<file path="src/rtl/pivot_pkg.sv">
package pivot_pkg;
  localparam int unsigned DATA_W = 32;
  localparam int unsigned MAG_W  = DATA_W - 1;

  typedef logic [DATA_W-1:0] word_t;
  typedef logic [MAG_W-1:0]  mag_t;

  // sign bit dropped; unsigned order of the rest matches |x| for finite values
  function automatic mag_t mag_of(word_t w);
    return w[MAG_W-1:0];
  endfunction
endpackage

</file>
<file path="src/rtl/piv_ctrl.sv">
module piv_ctrl #(
  parameter int unsigned ROW_W = 4,
  localparam int unsigned N_W  = ROW_W + 1
) (
  input  logic             clk_i,
  input  logic             rst_ni,
  input  logic             start_i,
  input  logic [ROW_W-1:0] col_i,
  input  logic [N_W-1:0]   n_i,
  input  logic             valid_i,
  input  logic             cmp_last_i,
  output logic             busy_o,
  output logic             done_o,
  output logic [ROW_W-1:0] k_o,
  output logic             fin_o,
  output logic             clr_o,
  output logic             acc_o,
  output logic [ROW_W-1:0] idx_o,
  output logic             last_o
);
  logic             busy_q, done_q, fin_q, fin_go_q;
  logic [N_W-1:0]   rem_q;
  logic [ROW_W-1:0] idx_q, k_q;
  logic             start_acc, is_final, finish;

  assign start_acc = start_i && !busy_q;
  assign is_final  = ({1'b0, col_i} + N_W'(1)) >= n_i;
  assign acc_o     = valid_i && busy_q && (rem_q != '0);
  assign last_o    = rem_q == N_W'(1);
  assign finish    = busy_q && (cmp_last_i || fin_go_q);

  always_ff @(posedge clk_i or negedge rst_ni) begin
    if (!rst_ni) begin
      busy_q   <= 1'b0;
      done_q   <= 1'b0;
      fin_q    <= 1'b0;
      fin_go_q <= 1'b0;
      rem_q    <= '0;
      idx_q    <= '0;
      k_q      <= '0;
    end else begin
      done_q <= finish;
      if (start_acc) begin
        busy_q   <= 1'b1;
        k_q      <= col_i;
        idx_q    <= '0;
        fin_q    <= is_final;
        fin_go_q <= is_final;
        rem_q    <= is_final ? '0 : n_i - {1'b0, col_i};
      end else begin
        fin_go_q <= 1'b0;
        if (finish) busy_q <= 1'b0;
        if (acc_o) begin
          rem_q <= rem_q - N_W'(1);
          idx_q <= idx_q + ROW_W'(1);
        end
      end
    end
  end

  assign busy_o = busy_q;
  assign done_o = done_q;
  assign k_o    = k_q;
  assign fin_o  = fin_q;
  assign clr_o  = start_acc;
  assign idx_o  = idx_q;
endmodule

</file>
<file path="src/rtl/piv_cmp_pipe.sv">
module piv_cmp_pipe
  import pivot_pkg::*;
#(
  parameter int unsigned ROW_W = 4
) (
  input  logic             clk_i,
  input  logic             rst_ni,
  input  logic             clr_i,
  input  logic             in_vld_i,
  input  word_t            in_data_i,
  input  logic [ROW_W-1:0] in_idx_i,
  input  logic             in_last_i,
  output mag_t             best_mag_o,
  output logic [ROW_W-1:0] best_idx_o,
  output logic             last_o
);
  // stage 1: capture
  logic             s1_vld, s1_first, s1_last;
  mag_t             s1_mag;
  logic [ROW_W-1:0] s1_idx;
  // stage 2: running best
  mag_t             best_mag;
  logic [ROW_W-1:0] best_idx;
  logic             last_q, take;

  always_ff @(posedge clk_i or negedge rst_ni) begin
    if (!rst_ni) begin
      s1_vld   <= 1'b0;
      s1_first <= 1'b0;
      s1_last  <= 1'b0;
      s1_mag   <= '0;
      s1_idx   <= '0;
    end else if (clr_i) begin
      s1_vld   <= 1'b0;
    end else begin
      s1_vld   <= in_vld_i;
      s1_first <= in_idx_i == '0;
      s1_last  <= in_last_i;
      s1_mag   <= mag_of(in_data_i);
      s1_idx   <= in_idx_i;
    end
  end

  // strict greater keeps the earlier row on ties
  assign take = s1_vld && (s1_first || (s1_mag > best_mag));

  always_ff @(posedge clk_i or negedge rst_ni) begin
    if (!rst_ni) begin
      best_mag <= '0;
      best_idx <= '0;
      last_q   <= 1'b0;
    end else if (clr_i) begin
      best_mag <= '0;
      best_idx <= '0;
      last_q   <= 1'b0;
    end else begin
      last_q <= s1_vld && s1_last;
      if (take) begin
        best_mag <= s1_mag;
        best_idx <= s1_idx;
      end
    end
  end

  assign best_mag_o = best_mag;
  assign best_idx_o = best_idx;
  assign last_o     = last_q;
endmodule

</file>
<file path="src/rtl/piv_table.sv">
module piv_table #(
  parameter int unsigned ROW_W = 4,
  parameter int unsigned DEPTH = 16
) (
  input  logic             clk_i,
  input  logic             rst_ni,
  input  logic             we_i,
  input  logic [ROW_W-1:0] waddr_i,
  input  logic [ROW_W-1:0] wdata_i,
  input  logic [ROW_W-1:0] raddr_i,
  output logic [ROW_W-1:0] rdata_o
);
  logic [ROW_W-1:0] ent_q [DEPTH];

  for (genvar g = 0; g < DEPTH; g++) begin : g_ent
    always_ff @(posedge clk_i or negedge rst_ni) begin
      if (!rst_ni)                                  ent_q[g] <= '0;
      else if (we_i && (waddr_i == ROW_W'(g)))      ent_q[g] <= wdata_i;
    end
  end

  assign rdata_o = ent_q[raddr_i];
endmodule

</file>
<file path="src/rtl/pivot_search.sv">
module pivot_search
  import pivot_pkg::*;
#(
  parameter int unsigned N_MAX = 16,
  localparam int unsigned ROW_W = $clog2(N_MAX),
  localparam int unsigned N_W   = ROW_W + 1
) (
  input  logic             clk_i,
  input  logic             rst_ni,
  input  logic             start_i,
  input  logic [ROW_W-1:0] col_i,
  input  logic [N_W-1:0]   n_i,
  input  logic             valid_i,
  input  logic [31:0]      data_i,
  output logic             busy_o,
  output logic             done_o,
  output logic [ROW_W-1:0] piv_row_o,
  output logic             piv_zero_o,
  input  logic [ROW_W-1:0] tbl_raddr_i,
  output logic [ROW_W-1:0] tbl_rdata_o
);
  logic             clr, acc, elem_last, cmp_last, fin;
  logic [ROW_W-1:0] k, idx, best_idx;
  mag_t             best_mag;

  piv_ctrl #(.ROW_W(ROW_W)) u_ctrl (
    .clk_i      (clk_i),
    .rst_ni     (rst_ni),
    .start_i    (start_i),
    .col_i      (col_i),
    .n_i        (n_i),
    .valid_i    (valid_i),
    .cmp_last_i (cmp_last),
    .busy_o     (busy_o),
    .done_o     (done_o),
    .k_o        (k),
    .fin_o      (fin),
    .clr_o      (clr),
    .acc_o      (acc),
    .idx_o      (idx),
    .last_o     (elem_last)
  );

  piv_cmp_pipe #(.ROW_W(ROW_W)) u_cmp (
    .clk_i      (clk_i),
    .rst_ni     (rst_ni),
    .clr_i      (clr),
    .in_vld_i   (acc),
    .in_data_i  (data_i),
    .in_idx_i   (idx),
    .in_last_i  (elem_last),
    .best_mag_o (best_mag),
    .best_idx_o (best_idx),
    .last_o     (cmp_last)
  );

  assign piv_row_o  = k + best_idx;
  assign piv_zero_o = !fin && (best_mag == '0);

  piv_table #(.ROW_W(ROW_W), .DEPTH(N_MAX)) u_tbl (
    .clk_i   (clk_i),
    .rst_ni  (rst_ni),
    .we_i    (done_o),
    .waddr_i (k),
    .wdata_i (piv_row_o),
    .raddr_i (tbl_raddr_i),
    .rdata_o (tbl_rdata_o)
  );
endmodule

</file>
<file path="config.mk">
export PLATFORM = sky130hd
export DESIGN_NAME = pivot_search
export DESIGN_NICKNAME = d
export VERILOG_FILES = /design/src/rtl/pivot_pkg.sv /design/src/rtl/piv_ctrl.sv /design/src/rtl/piv_cmp_pipe.sv /design/src/rtl/piv_table.sv /design/src/rtl/pivot_search.sv
export SDC_FILE = /design/constraint.sdc
export NUM_CORES = 1
export LEC_CHECK = 0
export BUFFER_PORTS_ARGS = -buffer_cell sky130_fd_sc_hd__buf_2
export CAP_MARGIN = 20
export CORE_MARGIN = 2
export CORE_UTILIZATION = 35
export CTS_CLUSTER_DIAMETER = 200
export DETAILED_ROUTE_END_ITERATION = 10
export SYNTH_ARGS = -nofsm -noshare
export SYNTH_HDL_FRONTEND = slang
export SYNTH_SLANG_ARGS = --single-unit
export TNS_END_PERCENT = 100
</file>
<file path="constraint.sdc">
create_clock -name clk_i -period 4.6 [get_ports clk_i]
set_input_delay 0.69 -clock clk_i [delete_from_list [all_inputs] [get_ports clk_i]]
set_output_delay 0.69 -clock clk_i [all_outputs]
set_load 0.005 [all_outputs]
</file>
After elaboration in Yosys (flattened, before gate mapping). Cells that the tools add are included.

Register bits: 155. Output and inout port bits: 11. Input bits: 49. Logic and storage cells: 107.

Muxes and demuxes: 17. Add/subtract/negate cells: 5. Equality and inequality tests: 16. Reduce and logical (&&, ||, !) cells: 34. Bitwise gates (word level): 1. $lt $le $gt $ge: 3.

Operators with widths (count): 2-to-1 mux 31 bit (2); == test 4 bit (second input constant) (8); > comparator 31 bit (1); logical NOT 31 bit (1); 2-to-1 mux 4 bit (6); logical AND 1 bit (23); binary-select mux 4 bit (select 4 bit) (1); == test 4 x 3 -> 1 bit (second input constant) (4); 2-to-1 mux 5 bit (3); == test 4 x 2 -> 1 bit (second input constant) (2); logical NOT 4 bit (2); nonzero test 2 bit (3); adder 4 x 1 -> 5 bit (second input constant) (1); == test 5 x 1 -> 1 bit (second input constant) (1); greater-or-equal comparator 5 bit (1); greater-or-equal comparator 5 bit (second input constant) (1); 2-to-1 mux 1 bit (5); NOT 4 -> 5 bit (1); nonzero test 5 bit (1); subtractor 5 x 1 -> 5 bit (second input constant) (1); subtractor 5 x 4 -> 5 bit (1); adder 4 x 1 -> 4 bit (second input constant) (1); adder 4 bit (1); == test 4 x 1 -> 1 bit (second input constant) (1); other kinds (2) (4).

Depth between registers and ports, before layout. Gate-level depths: netlist (run 1).

Depth after elaboration: 5. Mapped depth: 10. Depth with buffers taken out: 9.

By module. Synthesis (run 1) repeated with hierarchy kept, for this count alone.

Cell total of the unflattened synthesis: 604. Area total of the unflattened synthesis: 7857.5 um^2.

Modules (own cells, without submodules): piv_cmp_pipe (seq. area each 1851.8 um^2, instances 1, cells each 277, area each 3532.1 um^2); piv_table (seq. area each 1601.5 um^2, instances 1, cells each 195, area each 3016.6 um^2); piv_ctrl (seq. area each 425.4 um^2, instances 1, cells each 112, area each 1136.1 um^2); pivot_search (seq. area each 0.0 um^2, instances 1, cells each 20, area each 172.7 um^2).

Worst setup path after synthesis (run 1). OpenSTA, ideal clock, no wires.

Path type: input -> output. Start: input tbl_raddr_i[0]. End: output tbl_rdata_o[3]. Arrival: 2.111 ns. Required time: 3.910 ns. Cell stages on the path: 4. Path buffers: 2. Path slack: 1.799 ns. Cells stage by stage: buf_2 > buf_4 > mux4_2 > mux4_2.

Longest elaborated chain between the ends: 4.

Ends and longest elaborated chain: start: declaration (line pivot_search.sv:19) `input logic [ROW_W-1:0] tbl_raddr_i,`; NOT 4 -> 5 bit (implied by the code) (line piv_table.sv:22) `assign rdata_o = ent_q[raddr_i];`; binary-select mux 4 bit (select 4 bit) (line piv_table.sv:22); 2-to-1 mux 4 bit (implied by the code) (2 in series) (line piv_table.sv:22); end: declaration (line pivot_search.sv:20) `output logic [ROW_W-1:0] tbl_rdata_o`.

Every way passes these cells. The select of a mux whose other input is x is not followed.

Worst setup path in the final report (run 1).
Start: input tbl_raddr_i[0]. End: output tbl_rdata_o[0].

Same word-level chain as after synthesis.

==> results of run 1 <==
[cell usage after synthesis (4+ instances only)]
library cell	number
a21o_1	5
a21oi_1	53
and3_1	4
buf_2	6
buf_4	7
clkbuf_1	23
dfrtp_1	155
ha_1	49
inv_1	50
mux2_2	23
mux4_2	20
nand2_1	175
nand3_1	43
nand4_1	9
nor2_1	16
nor3_1	4
nor4_1	9
o21ai_0	54
o21ai_1	31
xnor2_1	7
xor2_1	8
[final timing paths]
path                                                   from                          endpoint  slack [ns]  cells past startpoint
hold / removal                                       rst_ni       u_tbl.ent_q[62]$_DFFE_PN0P_        0.35                      1
setup / recovery                             tbl_raddr_i[0]                    tbl_rdata_o[0]        1.48                      4
max in group asynchronous                            rst_ni  u_cmp.best_mag_o[19]$_DFFE_PN0P_        3.41                      2
hold reg to reg                 u_cmp.s1_idx[2]$_DFFE_PN0N_       u_cmp.s1_idx[2]$_DFFE_PN0N_        0.46                      2
min in group clk_i                               data_i[19]      u_cmp.s1_mag[19]$_DFFE_PN0N_        0.45                      3
setup reg to reg           u_cmp.best_mag_o[13]$_DFFE_PN0P_   u_cmp.best_mag_o[0]$_DFFE_PN0P_        1.59                      9
[power groups by stage]
stage                     logic (W)  registers, W  clock network [W]
final                       0.00180       0.00214            0.00168
after global placement      0.00178       0.00215                  0
after global routing        0.00208       0.00220            0.00176
after CTS                   0.00183       0.00214            0.00171
after floorplan             0.00138       0.00204                  0
after detailed placement    0.00182       0.00216                  0
[cells by family (layout without fill, tap and decap cells)]
logic type               count (synthesis)  after routing
buffers and inverters                   90            148
flip-flops                             155            155
multiplexers                            44             44
AO/OA/AOI/OAI                          162            162
XOR/XNOR                                15             15
AND/OR/NAND/NOR                        277            277
adder cells (fa/ha/maj)                 51             51
[registers in the layout (all words and copies together), names as in the netlist, 4 cells and up]
signal / count
u_cmp.best_mag_o: 31
u_cmp.s1_mag: 31
u_ctrl.idx_o: 4
u_cmp.best_idx_o: 4
u_cmp.s1_idx: 4
u_ctrl.k_o: 4
u_tbl.ent_q: 64
u_ctrl.rem_q: 5
[metrics by stage]
stage	util [%]	setup WS, ns	power [W]	area (um^2)	instances
2_1_floorplan	-	1.799	0.003418	7936	794
3_3_place_gp	37.74	1.463	0.003930	8466	1105
3_5_place_dp	37.74	1.444	0.003984	8466	1105
4_1_cts	40.88	1.439	0.005680	9170	1137
5_1_grt	40.88	1.379	0.006040	9170	1137
6_report	40.88	1.477	0.005619	9170	1137
[per-layer routing]
metal | vias to the layer above | GRT usage, % | part of all wire, %
met5 | - | 0 | 0
met2 | 86 | 25.06 | 48
met4 | 0 | 4.586 | 1.2
li1 | 2831 | - | -
met3 | 14 | 3.138 | 2.8
met1 | 2777 | 20.43 | 48
[area by class of cell]
class / instances / area share, %
timing repair buffer: 66 / 4.025
tap: 285 / 3.889
multi-input combinational: 549 / 40.06
sequential: 155 / 42.30
inverter: 50 / 2.047
clock buffer: 18 / 4.789
clock inverter: 14 / 2.893
==> flow_summary_export.csv, run 1 <==
group,metric,value,unit
run_status,status,"complete, no violations",
routing,dr.pass1.iters,5,
power,combPwrFrac,32.1,%
die,io_pins,60,
placed_design,numPortBuffers,58,
clock_network,cts_buffers,17,
synth,synth-simple-area-share,15.39,%
synth,ys_seq_area_share,48.87,%
synth,post_synth_xor_area_fraction,1.655,%
finish,regArea,3879,um^2
timing,slew_headroom,29.40,%
timing,fin_crit,3.123,ns
global_routing,grt_pass1_vias,5767,
synth,synth_ff_type,"dfrtp_1",
power,p_sw_share,35.03,%
finish,final.fill_count,2222,
die,rows,55,
setup_path,crit_path_max_fanout,16,
synth,ys_ff_latch,155,
routing,viasPerCell,5.020,
clock_network,clk_pin_slew_worst_paths,0.06,ns
timing,rsz0062_at_grt,"false",
synth,syn_area_per_cell,9.995,um^2
die,die_w,154.6,um
setup_path,endpoint_kind,"primary output",
global_routing,grt_max_degree,99,
synth,ys_top_cells_by_area,"dfrtp_1, nand2_1, ha_1, mux4_2, o21ai_0",
clock_network,htreeDepth,4,
synth,syn_nets,894,
routing,wirelength,17180,um
power,leakage,4.337,nW
global_routing,track_usage,15.25,%
power,power_frac_clock,29.8,%
setup_path,cp.required,3.91,ns
timing,tightest_slew,1.059,ns
timing,setup_viol,0,
finish,diodes,0,
hold_path,min_path_type,"input port to asynchronous set/reset pin",
timing,finClkSkew,0.008962,ns
finish,multi_input_area,3674,um^2
timing,hold_viol,0,
placed_design,dpl.hpwl,11570,um
synth,synth_compound_area_share,11.82,%
job,maxCapViolCount,0,
finish,layout_common_cells,"nand2_1, dfrtp_1, buf_2",
clock_network,cts_resized,0,
routing,wl_per_cell,15.11,um
timing,finalCritPeriodShare,67.90,%
synth,synth_top_family_by_area,"simple AND/OR/NAND/NOR gates",
routing,ant_nets,0,
global_routing,grt_pass1_wl,29200,um
synth,synthMuxAreaShare,9.065,%
synth,yosysTopAreaCell,"dfrtp_1",
setup_path,crit_buf_inv,2,
setup_path,cp_slowest_cell,"mux4_2",
routing,route.vias.total,5708,
synth,synth_fa_ha_area_share,8.230,%
clock_network,cts_tree,"built",
clock_network,clkSinkCount,155,
power,p_int,0.003650,W
finish,layout-drive-gt1-share,18.31,%
die,core_area,22430,um^2
power,p_seq_share,38.1,%
synth,netlist_instances,794,
setup_path,path_cells,"buf_2 > mux4_2 > mux4_2 > buf_2",
synth,ys_warn_count,0,
timing,drv_slew,0,
power,p_per_area,612.7,nW/um^2
die,fp.dieH,154.6,um
finish,mostFrequentLayoutCell,"nand2_1",
power,ir_drop,0.2482,mV
setup_path,slowest_delay,0.63,ns
setup_path,crit_family,"multiplexers",
finish,layout.nets,939,
setup_path,setup.worst_path.class,"input port to primary output",
setup_path,critical_path_arrival,2.43,ns
timing,fmax,320.2,MHz
synth,syn_area,7936,um^2
clock_network,postCtsHoldBufs,0,
power,switchingPower,0.001968,W
synth,synth_top_area_share,48.87,%
synth,synthArstFlopShare,100.0,%
setup_path,start_kind,"input port",
synth,synth_cell_types,52,
routing,drt_iter0_markers,307,
synth,synth_edf_count,0,
timing,hold_ws,0.3470,ns
timing,fin_setup_tns,0,ns
finish,syn_to_final_growth,15.54,%
die,dieArea,23900,um^2
placed_design,gp_congestion,0.7864,
clock_network,cts_setup_buffers,0,
die,initial_core_util,35.38,%
routing,drc_errors,0,
clock_network,clock_path_buffers,2,
clock_network,clockRootBuffer,"clkbuf_16",
global_routing,overflow,0,
global_routing,antenna_found_initial,0,
clock_network,clk-insertion-delay-late,0.43,ns
Note: power is estimated with default switching activity, not from simulation.
==> run 2: changes to the inputs <==
clock period = 2.8 ns   (was 4.6 ns; I/O delays follow)
==> run 2 against run 1 <==
  * The flow now finishes with violations (negative hold slack)
  * Clock skew increased by 0.0021 ns
  * Clock power increased by 35%
  * Sequential cell count unchanged
  * Critical path depth increased by 2
  * Sequential share of layout area decreased by 0.30 points
  * Core utilization increased by 0.30 points
  * Worst hold slack got worse by 0.35 ns
  * Largest cell class unchanged
  * Clock-buffer cell count increased by 1
  * Final area increased by 0.72%
  * Non-clock buffer count increased by 20
  * Final cell count increased by 1.8%
  * First-iteration DRC count increased by 2.6%
==> flow_summary_export.csv, run 2 (synthesis results as in run 1) <==
group,metric,value,unit
run_status,status,"complete, but fails checks",
run_status,failed_checks,"negative hold slack",
placed_design,placed_cells,1125,
power,p_per_area,965.3,nW/um^2
power,leakage,4.378,nW
routing,drt_iter0_markers,315,
timing,setup_viol,0,
routing,drc_errors,0,
finish,top_register,"u_tbl.ent_q",
setup_path,critical_path_arrival,2.14,ns
setup_path,crit_buf_inv,2,
setup_path,endpoint_kind,"primary output",
timing,slew_headroom,39.83,%
die,rows,55,
setup_path,setup.worst_path.class,"flop to primary output",
timing,hold_ws,-0.006378,ns
die,initial_core_util,35.38,%
clock_network,clk-insertion-delay-late,0.42,ns
clock_network,cts_resized,0,
clock_network,cts_setup_buffers,0,
global_routing,grt_pass1_wl,30060,um
setup_path,start_kind,"flop",
global_routing,antenna_found_initial,0,
routing,route.vias.total,5736,
global_routing,grt_pass1_vias,5874,
setup_path,crit_family,"XOR/XNOR gates",
die,io_pins,60,
setup_path,cp_slowest_cell,"xnor2_1",
setup_path,path_cells,"ha_1 > a21o_1 > a21oi_1 > xnor2_1 > inv_1 > buf_2",
clock_network,clk_pin_slew_worst_paths,0.07,ns
timing,finClkSkew,0.01102,ns
routing,viasPerCell,4.958,
clock_network,clkSinkCount,155,
placed_design,numPortBuffers,58,
timing,hold_viol,2,
routing,wl_per_cell,15.00,um
clock_network,clockRootBuffer,"clkbuf_16",
global_routing,track_usage,15.60,%
clock_network,clock_path_buffers,2,
finish,layout.nets,959,
clock_network,htreeDepth,4,
timing,finalCritPeriodShare,91.54,%
clock_network,cts_tree,"built",
power,ir_drop,0.3893,mV
routing,ant_nets,0,
timing,drv_slew,0,
setup_path,slowest_delay,0.52,ns
finish,diodes,0,
power,power,0.008916,W
job,maxCapViolCount,0,
global_routing,overflow,0,
finish,mostFrequentLayoutCell,"nand2_1",
timing,tightest_slew,0.9026,ns
finish,layout_common_cells,"nand2_1, dfrtp_1, buf_2",
clock_network,postCtsHoldBufs,0,
finish,largest_reg_flops,64,
setup_path,cp.required,2.38,ns
placed_design,dpl.hpwl,12170,um
routing,wirelength,17350,um
placed_design,gp_congestion,0.7826,
finish,final_cells,1157,
timing,fin_crit,2.563,ns
timing,rsz0062_at_grt,"false",
finish,syn_to_final_growth,16.38,%
setup_path,crit_path_max_fanout,8,
die,core_area,22430,um^2
clock_network,cts_buffers,17,
finish,final_util,41.17,%
timing,fmax,390.2,MHz
routing,dr.pass1.iters,5,
die,fp.dieH,154.6,um
finish,layout-drive-gt1-share,19.95,%
die,die_w,154.6,um
hold_path,min_path_type,"input port to asynchronous set/reset pin",
global_routing,grt_max_degree,70,
die,dieArea,23900,um^2
==> run 2: changes by cell type in the layout (fill, tap and decap cells not counted), sizes merged <==
cell,before,now
buf,66,86
clkbuf,18,19
clkinvlp,2,4
bufinv,7,2
clkinv,3,5
==> run 2: through the flow <==
step,TNS [ns],setup WS (ns),area [um^2]
5_1_grt,0,0.04374,9236
2_1_floorplan,0,0.5386,7936
4_1_cts,0,0.1122,9225
3_5_place_dp,0,0.1276,8648
3_3_place_gp,-0.04134,-0.01354,8633
6_report,0,0.2370,9236
==> run 2: path summary, 6_finish.rpt <==
| kind | from | to | slack, ns | depth (start not counted) |
|---|---|---|---|---|
| worst min-delay path | rst_ni | u_tbl.ent_q[63]$_DFFE_PN0P_ | -0.006 | 1 |
| worst max register to register | u_cmp.s1_mag[6]$_DFFE_PN0N_ | u_cmp.best_mag_o[30]$_DFFE_PN0P_ | 0.30 | 10 |
| worst max-delay path | u_ctrl.k_o[1]$_DFFE_PN0P_ | piv_row_o[3] | 0.24 | 6 |
| worst min register to register | u_cmp.s1_last$_DFFE_PN0N_ | u_cmp.s1_last$_DFFE_PN0N_ | 0.46 | 2 |
| min in group clk_i | data_i[17] | u_cmp.s1_mag[17]$_DFFE_PN0N_ | 0.19 | 3 |
| max in group asynchronous | rst_ni | u_tbl.ent_q[12]$_DFFE_PN0P_ | 1.94 | 2 |
==> run 2: where the power goes <==
| group | switching, W | total (W) | internal, W |
|---|---|---|---|
| clock network | 0.000956 | 0.00227 | 0.00132 |
| logic | 0.00178 | 0.00314 | 0.00136 |
| registers | 0.000541 | 0.00350 | 0.00296 |
==> run 2: per-layer routing <==
| metal | GRT usage, % | part of all wire [%] | up-vias |
|---|---|---|---|
| met1 | 20.80 | 48 | 2759 |
| met3 | 3.362 | 3.1 | 13 |
| met2 | 26.11 | 48 | 86 |
| li1 | - | - | 2878 |
| met4 | 3.660 | 0.85 | 0 |
| met5 | 0 | 0 | - |
==> run 2: layout make-up <==
class	instances	area [um^2]
inverter	50	187.7
sequential	155	3879
multi-input combinational	549	3685
fill	2162	13200
clock inverter	13	143.9
timing repair buffer	86	551.8
tap	285	356.6
clock buffer	19	432.9
==> run 2: worst register-to-register path: cells and delay by family (launching register included) <==
kind	cells	cell delay [ns]
AOI/OAI and AO/OA	2	0.26
buffers and inverters	3	0.57
DFF	1	0.40
adders and majority gates	1	0.35
and+or+nand+nor	4	0.85
